<file path="src/rtl/psd_pkg.sv">
package psd_pkg;

    localparam int MOD_W = 6;

    typedef enum logic [1:0] {
        ST_HOLD    = 2'd0,
        ST_SWALLOW = 2'd1,
        ST_MAIN    = 2'd2
    } ctl_state_e;

    function automatic logic [MOD_W-1:0] psc_to_mod(input logic [1:0] code);
        logic [MOD_W-1:0] m;
        unique case (code)
            2'b00:   m = MOD_W'(8);
            2'b01:   m = MOD_W'(16);
            default: m = MOD_W'(32);
        endcase
        return m;
    endfunction

endpackage

</file>
<file path="src/rtl/psd_cfg_shadow.sv">
module psd_cfg_shadow
    import psd_pkg::*;
#(
    parameter int B_W     = 13,
    parameter int A_W     = 5,
    parameter int B_MIN   = 3,
    parameter int DEF_B   = 3,
    parameter int DEF_A   = 0,
    parameter int DEF_PSC = 0
) (
    input  logic             clk,
    input  logic             rst,
    input  logic             load,
    input  logic [1:0]       psc_in,
    input  logic [B_W-1:0]   b_in,
    input  logic [A_W-1:0]   a_in,
    output logic [MOD_W-1:0] cur_p,
    output logic [B_W-1:0]   cur_b,
    output logic [A_W-1:0]   cur_a,
    output logic [A_W-1:0]   nxt_a,
    output logic             cfg_err
);

    logic             legal;
    logic [1:0]       psc_q, psc_d;
    logic [B_W-1:0]   b_q, b_d;
    logic [A_W-1:0]   a_q, a_d;

    always_comb begin
        legal = (b_in >= B_W'(B_MIN)) && (b_in >= B_W'(a_in));
        if (legal) begin
            psc_d = psc_in;
            b_d   = b_in;
            a_d   = a_in;
        end else if (rst) begin
            psc_d = 2'(DEF_PSC);
            b_d   = B_W'(DEF_B);
            a_d   = A_W'(DEF_A);
        end else begin
            psc_d = psc_q;
            b_d   = b_q;
            a_d   = a_q;
        end
    end

    always_ff @(posedge clk) begin
        if (rst || load) begin
            psc_q <= psc_d;
            b_q   <= b_d;
            a_q   <= a_d;
        end
        cfg_err <= !legal;
    end

    assign cur_p = psc_to_mod(psc_q);
    assign cur_b = b_q;
    assign cur_a = a_q;
    assign nxt_a = a_d;

endmodule

</file>
<file path="src/rtl/psd_prescaler.sv">
module psd_prescaler
    import psd_pkg::*;
(
    input  logic             clk,
    input  logic             hold,
    input  logic             use_high,
    input  logic [MOD_W-1:0] p_low,
    output logic             pre_end
);

    logic [MOD_W-1:0] pcnt;
    logic [MOD_W-1:0] last;

    always_comb begin
        last    = use_high ? p_low : (p_low - MOD_W'(1));
        pre_end = !hold && (pcnt == last);
    end

    always_ff @(posedge clk) begin
        if (hold || pre_end) pcnt <= '0;
        else                 pcnt <= pcnt + MOD_W'(1);
    end

endmodule

</file>
<file path="src/rtl/psd_swallow_fsm.sv">
module psd_swallow_fsm
    import psd_pkg::*;
#(
    parameter int B_W = 13,
    parameter int A_W = 5
) (
    input  logic           clk,
    input  logic           rst,
    input  logic           pre_end,
    input  logic [B_W-1:0] cur_b,
    input  logic [A_W-1:0] cur_a,
    input  logic [A_W-1:0] nxt_a,
    output logic           swallow,
    output logic           hold,
    output logic           period_end,
    output logic           pulse_q
);

    ctl_state_e     state_q, state_d;
    logic [B_W-1:0] bcnt_q, bcnt_d;
    logic [A_W-1:0] acnt_q, acnt_d;

    always_comb begin
        period_end = (state_q != ST_HOLD) && pre_end &&
                     (bcnt_q == (cur_b - B_W'(1)));
        state_d = state_q;
        bcnt_d  = bcnt_q;
        acnt_d  = acnt_q;
        unique case (state_q)
            ST_HOLD: begin
                bcnt_d  = '0;
                acnt_d  = cur_a;
                state_d = (cur_a != '0) ? ST_SWALLOW : ST_MAIN;
            end
            ST_SWALLOW: begin
                if (period_end) begin
                    bcnt_d  = '0;
                    acnt_d  = nxt_a;
                    state_d = (nxt_a != '0) ? ST_SWALLOW : ST_MAIN;
                end else if (pre_end) begin
                    bcnt_d = bcnt_q + B_W'(1);
                    acnt_d = acnt_q - A_W'(1);
                    if (acnt_q == A_W'(1)) state_d = ST_MAIN;
                end
            end
            ST_MAIN: begin
                if (period_end) begin
                    bcnt_d  = '0;
                    acnt_d  = nxt_a;
                    state_d = (nxt_a != '0) ? ST_SWALLOW : ST_MAIN;
                end else if (pre_end) begin
                    bcnt_d = bcnt_q + B_W'(1);
                end
            end
            default: state_d = ST_HOLD;
        endcase
    end

    // state register
    always_ff @(posedge clk) begin
        if (rst) begin
            state_q <= ST_HOLD;
            bcnt_q  <= '0;
            acnt_q  <= '0;
        end else begin
            state_q <= state_d;
            bcnt_q  <= bcnt_d;
            acnt_q  <= acnt_d;
        end
    end

    // outputs
    always_ff @(posedge clk) begin
        if (rst) pulse_q <= 1'b0;
        else     pulse_q <= period_end;
    end

    assign swallow = (state_q == ST_SWALLOW);
    assign hold    = (state_q == ST_HOLD);

endmodule

</file>
<file path="src/rtl/pulse_swallow_div.sv">
module pulse_swallow_div
    import psd_pkg::*;
#(
    parameter int B_W     = 13,
    parameter int A_W     = 5,
    parameter int B_MIN   = 3,
    parameter int DEF_B   = 3,
    parameter int DEF_A   = 0,
    parameter int DEF_PSC = 0
) (
    input  logic           clk,
    input  logic           rst,
    input  logic [1:0]     psc_sel,
    input  logic [B_W-1:0] b_val,
    input  logic [A_W-1:0] a_val,
    output logic           div_out,
    output logic           mod_ctl,
    output logic           cfg_err
);

    logic [MOD_W-1:0] cur_p;
    logic [B_W-1:0]   cur_b;
    logic [A_W-1:0]   cur_a, nxt_a;
    logic             pre_end, swallow, hold, period_end, pulse_q;

    psd_cfg_shadow #(
        .B_W(B_W), .A_W(A_W), .B_MIN(B_MIN),
        .DEF_B(DEF_B), .DEF_A(DEF_A), .DEF_PSC(DEF_PSC)
    ) u_cfg (
        .clk(clk), .rst(rst), .load(period_end),
        .psc_in(psc_sel), .b_in(b_val), .a_in(a_val),
        .cur_p(cur_p), .cur_b(cur_b), .cur_a(cur_a), .nxt_a(nxt_a),
        .cfg_err(cfg_err)
    );

    psd_prescaler u_pre (
        .clk(clk), .hold(hold), .use_high(swallow),
        .p_low(cur_p), .pre_end(pre_end)
    );

    psd_swallow_fsm #(.B_W(B_W), .A_W(A_W)) u_fsm (
        .clk(clk), .rst(rst), .pre_end(pre_end),
        .cur_b(cur_b), .cur_a(cur_a), .nxt_a(nxt_a),
        .swallow(swallow), .hold(hold),
        .period_end(period_end), .pulse_q(pulse_q)
    );

    assign div_out = pulse_q;
    assign mod_ctl = swallow;

endmodule

</file>
<file path="config.mk">
export PLATFORM = sky130hd
export DESIGN_NAME = pulse_swallow_div
export DESIGN_NICKNAME = d
export VERILOG_FILES = /design/src/rtl/psd_pkg.sv /design/src/rtl/psd_cfg_shadow.sv /design/src/rtl/psd_prescaler.sv /design/src/rtl/psd_swallow_fsm.sv /design/src/rtl/pulse_swallow_div.sv
export SDC_FILE = /design/constraint.sdc
export NUM_CORES = 1
export LEC_CHECK = 0
export BUFFER_PORTS_ARGS = -buffer_cell sky130_fd_sc_hd__buf_2
export CAP_MARGIN = 20
export CORE_AREA = 2 2 100 102
export CTS_CLUSTER_SIZE = 30
export DETAILED_ROUTE_END_ITERATION = 8
export DIE_AREA = 0 0 102 104
export SYNTH_ARGS = -nofsm -noshare
export SYNTH_HDL_FRONTEND = slang
export SYNTH_SLANG_ARGS = --single-unit
</file>
<file path="constraint.sdc">
create_clock -name clk -period 7.7 [get_ports clk]
set_input_delay 1.925 -clock clk [delete_from_list [all_inputs] [get_ports clk]]
set_output_delay 1.925 -clock clk [all_outputs]
set_load 0.005 [all_outputs]
</file>
After elaboration in Yosys (flattened, before gate mapping)
Cells that the tools add are included.

operators by class
  add/sub/neg operators = 5
  multiply operators = 0
  divide/modulo/power cells = 0
  magnitude comparators = 2
  eq/ne operators = 10
  shift-type cells = 0
  mux-type cells = 22
  bitwise operators = 0
  reduce and logical (&&, ||, !) cells = 21

operators with widths
  operator                                                                               number
  13-bit 2-to-1 mux                                                                      4
  13-bit one-hot mux with 2 select lines                                                 1
  5-bit 2-to-1 mux                                                                       5
  2-bit 2-to-1 mux                                                                       8
  5-bit one-hot mux with 3 select lines                                                  1
  13-bit by 1-bit adder with 13-bit output (second input constant)                       1
  13-bit equality test                                                                   1
  13-bit by 2-bit greater-or-equal comparator with 1-bit output (second input constant)  1
  13-bit by 5-bit greater-or-equal comparator with 1-bit output                          1
  13-bit by 1-bit subtractor with 13-bit output (second input constant)                  1
  6-bit one-hot mux with 2 select lines                                                  1
  5-bit nonzero test                                                                     2
  6-bit by 1-bit adder with 6-bit output (second input constant)                         1
  6-bit equality test                                                                    1
  6-bit 2-to-1 mux                                                                       1
  3-bit by 2-bit != test with 1-bit output (second input constant)                       2
  2-bit one-hot mux with 3 select lines                                                  1
  3-bit AND reduction                                                                    2
  2-bit nonzero test                                                                     3
  6-bit by 1-bit subtractor with 6-bit output (second input constant)                    1
  5-bit by 1-bit equality test with 1-bit output (second input constant)                 1
  5-bit by 1-bit subtractor with 5-bit output (second input constant)                    1
  2-bit by 1-bit equality test with 1-bit output (second input constant)                 2
  1-bit logical AND                                                                      4
  other kinds (9)                                                                        13

storage, ports and cells
  register bits = 48
  bits in latches = 0
  RAM bits = 0
  bits in read-only memories = 0
  word-level logic and storage cells = 69
  memories kept = 0

Depth between registers and ports, before layout
Gate-level depths: netlist of the first run.

  depth after elaboration = 10
  depth in mapped cells = 13
  depth with buffers taken out = 10

Cells and area by module
Synthesis of the first run repeated with hierarchy kept, for this count alone.

second synthesis, totals
  cell total of the unflattened synthesis = 373
  area total of the unflattened synthesis = 3,315.7 um^2

modules (own cells, without submodules)
  module           instances  cells an instance  area each (um^2)  seq. area each (um^2)
  psd_swallow_fsm  1          242                1,846.8           420.4
  psd_cfg_shadow   1          82                 1,019.7           620.6
  psd_prescaler    1          49                 449.2             120.1

Worst setup path after synthesis of the first run
No wires, ideal clock.

  path kind = input-to-reg
  from = input port a_val[2]
  to = register u_fsm.acnt_q[1]
  setup time = 0.092 ns
  arrival = 4.134 ns
  required time = 7.608 ns
  slack = 3.474 ns
  stages = 12
  cell sequence = inv_1 ha_1 or4_1 a21oi_1 o311a_1 clkbuf_1 buf_1 mux2i_1 nand2_1 nand2_1 a311oi_1 o32ai_1

between the ends
  cells in the longest elaborated chain, start to end = 5

ends and longest elaborated chain
  what                                                             RTL line                                      source
  from (decl)                                                      pulse_swallow_div.sv:15                       input logic [A_W-1:0] a_val,
  13-bit by 5-bit greater-or-equal comparator with 1-bit output *  psd_cfg_shadow.sv:30                          legal = (b_in >= B_W'(B_MIN)) && (b_in >= B_W'(a_in));
  1-bit logical AND *                                              psd_cfg_shadow.sv:30
  5-bit 2-to-1 mux *                                               psd_cfg_shadow.sv:31                          if (legal) begin
  net nxt_a[1]                                                     pulse_swallow_div.sv:23                       logic [A_W-1:0] cur_a, nxt_a;
  5-bit 2-to-1 mux (on tied branches)                              psd_swallow_fsm.sv:47, psd_swallow_fsm.sv:36
  5-bit one-hot mux with 3 select lines *                          psd_swallow_fsm.sv:29                         unique case (state_q)
  to (signal assigned)                                             psd_swallow_fsm.sv:68                         acnt_q <= acnt_d;
  to (decl)                                                        psd_swallow_fsm.sv:21                         logic [A_W-1:0] acnt_q, acnt_d;

The timed path passes the listed nets; every way through them passes the cells marked *. The select of a mux whose other input is x is not followed.
A chain may end at the register's enable or synchronous reset.

Worst setup path in the final report of the first run
  from = input port a_val[2]
  to = register u_fsm.state_q[1]

between the ends
  cells in the longest elaborated chain, start to end = 7

ends and longest elaborated chain
  what                                                           RTL line                                      source
  13-bit by 5-bit greater-or-equal comparator with 1-bit output  psd_cfg_shadow.sv:30
  1-bit logical AND                                              psd_cfg_shadow.sv:30
  5-bit 2-to-1 mux *                                             psd_cfg_shadow.sv:31
  5-bit nonzero test *                                           psd_swallow_fsm.sv:39, psd_swallow_fsm.sv:50
  2-bit 2-to-1 mux *                                             psd_swallow_fsm.sv:39, psd_swallow_fsm.sv:50
  2-bit 2-to-1 mux (on tied branches)                            psd_swallow_fsm.sv:47, psd_swallow_fsm.sv:36
  2-bit one-hot mux with 3 select lines *                        psd_swallow_fsm.sv:29
  to (signal assigned)                                           psd_swallow_fsm.sv:66                         state_q <= state_d;
  to (decl)                                                      psd_swallow_fsm.sv:19                         ctl_state_e state_q, state_d;

Every way passes the cells marked *; elsewhere a longest branch is shown, timed or not. The select of a mux whose other input is x is not followed.

==> results of run 1 <==
[final timing paths]
check	endpoint	slack, ps	depth (start not counted)
worst max-delay path	u_fsm.state_q[1]	3460	11
worst max register to register	u_fsm.acnt_q[4]	3730	9
worst min-delay path	u_pre.pcnt[0]	480	1
worst min register to register	u_pre.pcnt[0]	480	1
[stage by stage]
stage          area (sq um)  utilization  instances
3_5_place_dp           3437       0.3599        507
4_1_cts                3520       0.3686        515
5_1_grt                3520       0.3686        515
2_1_floorplan          3229            -        371
3_3_place_gp           3437       0.3599        507
6_report               3520       0.3686        515
[power by group through the flow]
stage	registers [mW]	clock network, mW	logic, mW
floorplan	0.319	0	0.235
global placement	0.327	0	0.292
global route	0.327	0.162	0.336
detailed placement	0.328	0	0.294
finish	0.322	0.147	0.295
CTS	0.322	0.150	0.296
[state kept, by name (all words and copies together) (netlist names)]
| register | cells |
|---|---|
| u_fsm.state_q | 2 |
| u_cfg.cfg_err | 1 |
| u_pre.pcnt | 6 |
| u_cfg.cur_b | 13 |
| u_cfg.psc_q | 2 |
| u_cfg.cur_a | 5 |
| u_fsm.acnt_q | 5 |
| u_fsm.pulse_q | 1 |
| u_fsm.bcnt_q | 13 |
[cells by family after synthesis]
logic type,share of synthesized area
AOI/OAI and AO/OA,0.1685
xor gates and xnor gates,0.06935
adders and majority gates,0.06199
buffers and inverters,0.05696
DFF,0.3596
muxes,0.01899
and+or+nand+nor,0.2646
[worst max-delay path: stages]
cell	delay (ps)
buf_2	70
inv_1	60
ha_1	180
or4_1	530
a21oi_1	150
o311a_1	530
mux2i_1	400
a221oi_1	130
a211oi_1	260
nand3_1	110
a21oi_1	140
[cell usage in the layout, fill, tap and decap left out, types with 10 or more instances in the layout]
| cell type | count |
|---|---|
| a21oi_1 | 10 |
| and3_1 | 11 |
| buf_2 | 24 |
| dfxtp_1 | 28 |
| edfxtp_1 | 20 |
| ha_1 | 16 |
| inv_1 | 24 |
| nand2_1 | 26 |
| nand2b_1 | 10 |
| nand3_1 | 20 |
| nor2_1 | 24 |
| nor2b_1 | 10 |
| nor4_1 | 11 |
| o21ai_0 | 22 |
| xnor2_1 | 14 |
[metal layers]
metal,vias to the layer above,global-route usage,wire length [um]
met3,9,0.02688,299
met2,66,0.2138,3223
met4,0,0.03810,91
met5,-,0,0
li1,1371,-,-
met1,1271,0.2105,3587
[layout make-up]
class / count / area, sq um
clock buffers: 5 / 68.82
clock inverters: 3 / 13.76
fillers: 1026 / 6030
inverters: 24 / 90.09
multi-input cells: 276 / 1884
flip-flops and latches: 48 / 1161
well taps: 133 / 166.4
repair buffers: 26 / 135.1
==> impl_metrics.toml, run 1 <==
[run_status]
status = "finished, final reports clean"

[critical_path]
path_class = "input port to flop"
startpoint = "a_val[2]"
worstSetupStartpointType = "input port"
crit_fanout = 14
crit-reg2reg-launch = "u_fsm.state_q[0]"
required_ps = 7940
worstPathArrival_ps = 4480
end_kind = "flop"

[grt]
grt_max_degree = 24
grt_overflow = 0
gr-usage-all-layers = 0.1432
grt_pass1_wl_um = 12420
grt_pass1_vias = 2517
grt_antenna_before_repair = 0

[routing]
wirelength_um = 7201
wl_per_cell_um = 13.98
drc = 0
first_pass_iters = 5
initialDrtViolationCount = 99
drtAntennaViolNets = 0
vias = 2717
vias_per_cell = 5.276

[timing]
setup_slack_ps = 3459
setup_tns_ps = 0
hold_viol = 0
final_max_slew_viol_count = 0
fmax_mhz = 235.8
tightest_slew_ps = 773.1
whs_ps = 478.6
period_share = 0.5508
worst_clock_skew_ps = 7.197
rsz0062_at_grt = "no"
finalSetupViolations = 0
period_needed_ps = 4241
slew_headroom = 0.4846

[logic_synthesis]
synthTopCellsByCount = "28 x dfxtp_1, 26 x nand2_1, 24 x inv_1, 24 x nor2_1, 22 x o21ai_0"
seq_area_frac_synth = 0.3596
synthesis.nets = 409
yosysTopAreaCellShare = 0.1860
ys.flop_type = "dfxtp_1"
syn-instance-count = 371
async_flop_share = 0
yosys_warnings = 0
post_synth_num_cell_types = 62
avgSynthCellArea_sq_um = 8.704
synth.area.top_cells = "edfxtp_1 19%, dfxtp_1 17%, ha_1 6.2%, xnor2_1 3.8%, o21ai_0 3.4%"
synth_edf_count = 20
yosys.area.top_type = "edfxtp_1"
mappedNetlistArea_sq_um = 3229
yosysMostFrequentCell = "dfxtp_1"
ys_seq_elements = 48

[die]
core_sq_um = 9549
die_w_um = 102
start_util = 0.3382
ios = 25
dieHeight_um = 104
rows = 36
dieArea_sq_um = 10610

[power]
p_int_mw = 0.4783
leakagePower_nw = 1.251
power_mw = 0.7638
vdd.ir_drop.worst_mv = 0.1023
power_switching_mw = 0.2854
powerDensity_nw_per_um2 = 217.0
p_comb_frac = 0.386
p_sw_frac = 0.3737
p_clk_frac = 0.193
seqPwrFrac = 0.421

[clock_tree]
clock-sinks = 48
cts_max_path_buffers = 2
cts_buffers = 5
htreeDepth = 2
cts.hold.buffers_added = 0
cts.repair.resized = 0
cts_tree = "yes"
postCtsSetupBuffers = 0
cts-root-buf = "clkbuf_8"
clock_latency_ps = 310
clk_pin_slew_ps = 90

[placement]
preCtsSetupSlack_ps = 3178
place.gp.congestion = 0.8182
place.port_buffers = 24
dp_hpwl_um = 5363

[final_layout]
layout.nets = 419
area_growth_pct = 8.989
diodes = 0
drive_above_1_share = 0.1204

[worst_hold_path]
hold_path_startpoint = "u_pre.pcnt[0]"
hold_class = "flop to flop"

[run]
max_cap_viol_count = 0
(Power assumes the default switching activity.)
==> inputs of run 2 (changes only) <==
ABC_AREA = 1   (was unset)
CORE_AREA = 2 2 103 105   (was 2 2 100 102)
DIE_AREA = 0 0 105 107   (was 0 0 102 104)
clock period = 4 ns   (was 7.7 ns; I/O delays follow)
==> impl_metrics.toml, run 2 <==
[run_status]
status = "finished, final reports clean"

[power]
power_mw = 1.531
powerDensity_nw_per_um2 = 403.1
vdd.ir_drop.worst_mv = 0.1816
leakagePower_nw = 1.750

[routing]
wl_per_cell_um = 11.76
vias_per_cell = 4.691
drc = 0
drtAntennaViolNets = 0
first_pass_iters = 6
wirelength_um = 7647
initialDrtViolationCount = 122
vias = 3049

[placement]
dp.cells = 642
place.port_buffers = 24
place.gp.congestion = 0.8979
dp_hpwl_um = 6066
place_area_sq_um = 3700

[critical_path]
end_kind = "flop"
worstSetupStartpointType = "flop"
required_ps = 4010
worstPathArrival_ps = 3120
path_class = "flop to flop"
crit_fanout = 19

[timing]
setup_tns_ps = 0
slew_headroom = 0.6996
period_share = 0.7771
fmax_mhz = 321.7
rsz0062_at_grt = "no"
finalSetupViolations = 0
hold_viol = 0
tightest_slew_ps = 450.7
worst_clock_skew_ps = 8.592
final_max_slew_viol_count = 0
period_needed_ps = 3109

[logic_synthesis]
synth_edf_count = 20
synthTopCellsByCount = "128 x nand2_1, 72 x inv_1, 61 x nor2_1"
yosys_warnings = 0
synthesis.nets = 532
avgSynthCellArea_sq_um = 7.008
syn-instance-count = 494
seq_area_frac_synth = 0.3354
yosysMostFrequentCell = "nand2_1"
ys_seq_elements = 48
yosys.area.top_type = "edfxtp_1"
ys.flop_type = "dfxtp_1"
mappedNetlistArea_sq_um = 3462
async_flop_share = 0
yosysTopAreaCellShare = 0.1735
synth.area.top_cells = "edfxtp_1 17%, dfxtp_1 16%, nand2_1 14%, inv_1 7.8%, nor2_1 6.6%"
post_synth_num_cell_types = 36

[clock_tree]
clock-sinks = 48
postCtsSetupBuffers = 0
cts.repair.resized = 0
htreeDepth = 2
clk_pin_slew_ps = 90
cts_buffers = 5
clock_latency_ps = 300
cts.hold.buffers_added = 0
cts_tree = "yes"
cts-root-buf = "clkbuf_8"
cts_max_path_buffers = 2

[die]
dieHeight_um = 107
rows = 37
dieArea_sq_um = 11240
core_sq_um = 10090
die_w_um = 105
start_util = 0.3430
ios = 25

[run]
max_cap_viol_count = 0

[grt]
gr-usage-all-layers = 0.1438
grt_pass1_vias = 2972
grt_pass1_wl_um = 13370
grt_overflow = 0
grt_antenna_before_repair = 0
grt_max_degree = 20

[final_layout]
area_growth_pct = 9.686
final_cell_mix = "128 x nand2_1, 72 x inv_1, 61 x nor2_1"
layout.cells.most_common = "nand2_1"
final_area_sq_um = 3797
drive_above_1_share = 0.1342
diodes = 0
stdcell_count = 650
layout.nets = 551
utilization = 0.3763
fillers = 1112

[worst_hold_path]
hold_class = "flop to flop"
==> run 2: worst paths after layout <==
check | startpoint | to | slack (ps) | depth (start not counted)
max reg2reg | u_fsm.state_q[1] | u_cfg.cur_b[11] | 890 | 13
max | u_fsm.state_q[1] | u_cfg.cur_b[11] | 890 | 13
min reg2reg | u_pre.pcnt[0] | u_pre.pcnt[0] | 470 | 1
min | u_pre.pcnt[0] | u_pre.pcnt[0] | 470 | 1
==> run 2: metrics by stage <==
stage / hold slack (ps) / setup WS, ps
after global placement: 448.5 / 882.4
after floorplan: 430.0 / 483.3
final: 470.6 / 891.4
after global routing: 493.9 / 579.9
after CTS: 475.2 / 869.2
after detailed placement: 451.1 / 773.7
==> run 2: critical path, stage by stage (launching register included) <==
cell	delay [ps]
dfxtp_1	360
inv_1	90
ha_1	440
inv_1	250
nor2_1	130
nand2_1	60
nand2_1	50
nand3_1	90
nor2_2	120
nand3_2	180
nor3_4	250
nand2_4	210
o21ai_1	300
buf_4	270
==> run 2: cell families (layout without fill, tap and decap cells) <==
family          after synthesis  count (layout)  synth area share
simple gates                271             271            0.3690
flops                        48              48            0.3354
xor+xnor                     26              26           0.06577
fa+ha+maj                    16              16           0.05782
buf+inv                      90             110            0.1008
compound gates               43              43           0.07120
==> run 2: final cells by class <==
class                   count  area, sq um  share of cell area
repair buffers             25        127.6             0.03361
inverters                  77        289.0             0.07611
flip-flops and latches     48         1161              0.3058
multi-input cells         356         1952              0.5140
clock inverters             1        7.507            0.001977
clock buffers               7        90.09             0.02372
well taps                 136        170.2             0.04481
==> run 2: metal layers <==
layer	share of wire	track usage	vias to the layer above
met3	0.042	0.02188	9
met5	0	0	-
met2	0.46	0.2454	72
met4	0.014	0.04000	0
met1	0.49	0.1892	1375
li1	-	-	1593
==> run 2: power by group <==
part           internal [mW]  leakage [nW]  total, mW  switching, mW
logic                  0.222          1.28      0.593          0.371
registers              0.566         0.423      0.616         0.0499
clock network          0.148        0.0479      0.321          0.173
==> inputs of run 3 (changes only) <==
clock period = 3.22 ns   (was 4 ns; I/O delays follow)
==> impl_metrics.toml, run 3 (synthesis gave the netlist of run 2 again) <==
[run_status]
status = "finished, final reports clean"

[final_layout]
final_cell_mix = "128 x nand2_1, 72 x inv_1, 61 x nor2_1"
layout.cells.most_common = "nand2_1"
area_growth_pct = 10.08
register_area_sq_um = 1161
drive_above_1_share = 0.1371
fillers = 1096
diodes = 0
stdcell_count = 654
multi_input_area_sq_um = 1952
layout.nets = 555

[placement]
dp.cells = 646
place.port_buffers = 24
place.gp.congestion = 0.8795
preCtsSetupSlack_ps = 266.1
dp_hpwl_um = 6281

[timing]
worst_clock_skew_ps = 11.43
final_max_slew_viol_count = 0
setup_tns_ps = 0
period_needed_ps = 2830
hold_viol = 0
period_share = 0.8788
setup_slack_ps = 390.4
tightest_slew_ps = 395.3
slew_headroom = 0.7358
fmax_mhz = 353.4
rsz0062_at_grt = "no"
finalSetupViolations = 0

[power]
p_comb_frac = 0.400
seqPwrFrac = 0.409
p_clk_frac = 0.192
p_int_mw = 1.139
leakagePower_nw = 1.763
p_sw_frac = 0.3949
vdd.ir_drop.worst_mv = 0.2357
powerDensity_nw_per_um2 = 493.8
power_switching_mw = 0.7433

[die]
ios = 25
start_util = 0.3430
dieHeight_um = 107
dieArea_sq_um = 11240
rows = 37
core_sq_um = 10090
die_w_um = 105

[routing]
drtAntennaViolNets = 0
wl_per_cell_um = 11.85
drc = 0
wl_met3_um = 360
wl_met2_um = 3547
dr.max_layer_used = "met4"
wirelength_um = 7748
first_pass_iters = 4
vias = 3045
wl_met1_um = 3588
initialDrtViolationCount = 166
vias_per_cell = 4.656

[worst_hold_path]
hold_path_startpoint = "u_fsm.acnt_q[4]"
hold_depth = 2
hold_class = "flop to flop"
whs_endpoint = "u_fsm.acnt_q[4]"

[clock_tree]
cts.repair.resized = 0
cts.hold.buffers_added = 0
clock_latency_ps = 310
cts_max_path_buffers = 2
htreeDepth = 2
clock-sinks = 48
cts_tree = "yes"
cts_buffers = 5
postCtsSetupBuffers = 0
cts-root-buf = "clkbuf_8"
clk_pin_slew_ps = 90

[critical_path]
regToRegEndpoint = "u_fsm.bcnt_q[5]"
path_class = "flop to flop"
crit_fanout = 6
crit-reg2reg-launch = "u_cfg.psc_q[1]"
required_ps = 3420
r2r_cells = 13
end_kind = "flop"
worstPathArrival_ps = 3030
worstSetupStartpointType = "flop"
ff2ff_setup_slack_ps = 390

[grt]
grt_antenna_before_repair = 0
grt_pass1_wl_um = 13400
grt_max_degree = 17
grt_overflow = 0
grt_pass1_vias = 2917
gr-usage-all-layers = 0.1473

[run]
max_cap_viol_count = 0
[run 3: final cells by class]
class                           instances  share of cell area
Clock inverter                          1            0.001313
Sequential cell                        48              0.3047
Inverter                               77             0.07584
Tap cell                              136             0.04465
Timing Repair Buffer                   29             0.04137
Multi-Input combinational cell        356              0.5121
Clock buffer                            7             0.02003
[run 3: metrics by stage]
| step | utilization | instance area, sq um | hold slack, ps | power [mW] |
|---|---|---|---|---|
| after floorplan | - | 3462 | 430.0 | 1.349 |
| after global placement | 0.3696 | 3730 | 446.5 | 1.521 |
| after detailed placement | 0.3696 | 3730 | 455.4 | 1.535 |
| after CTS | 0.3776 | 3811 | 474.8 | 1.899 |
| after global routing | 0.3776 | 3811 | 493.8 | 2.039 |
| final | 0.3776 | 3811 | 474.3 | 1.882 |
[run 3: how the worst max path moves through the flow]
stage | slack [ps] | endpoint | startpoint
CTS | 380 | u_fsm.bcnt_q[5] | u_cfg.psc_q[1]
global placement | 380 | u_fsm.state_q[1] | a_val[4]
floorplan | 250 | u_cfg.cur_b[0] | u_cfg.psc_q[1]
finish | 390 | u_fsm.bcnt_q[5] | u_cfg.psc_q[1]
detailed placement | 270 | u_fsm.state_q[1] | b_val[4]
global route | 210 | u_fsm.acnt_q[0] | u_cfg.psc_q[1]
[run 3: critical path, stage by stage, from the launching register on]
cell and delay [ps]:
edfxtp_1 510, nor2_2 170, inv_1 60, ha_1 300
o211ai_1 180, nand2_1 100, nor2_2 140, nand3_2 130
buf_4 180, nor2_1 240, inv_2 80, nor2_2 210
nand2_2 140, o32ai_1 270
[run 3: power by group through the flow]
stage               clock (mW)  combinational [mW]  sequential [mW]
finish                   0.361               0.752            0.770
global route             0.392               0.867            0.780
CTS                      0.372               0.759            0.768
detailed placement           0               0.752            0.782
global placement             0               0.743            0.778
floorplan                    0               0.584            0.765
[run 3: layer usage]
layer	vias up	track usage
li1	1601	-
met1	1359	0.1840
met2	67	0.2477
met3	18	0.02432
met4	0	0.07048
met5	-	0
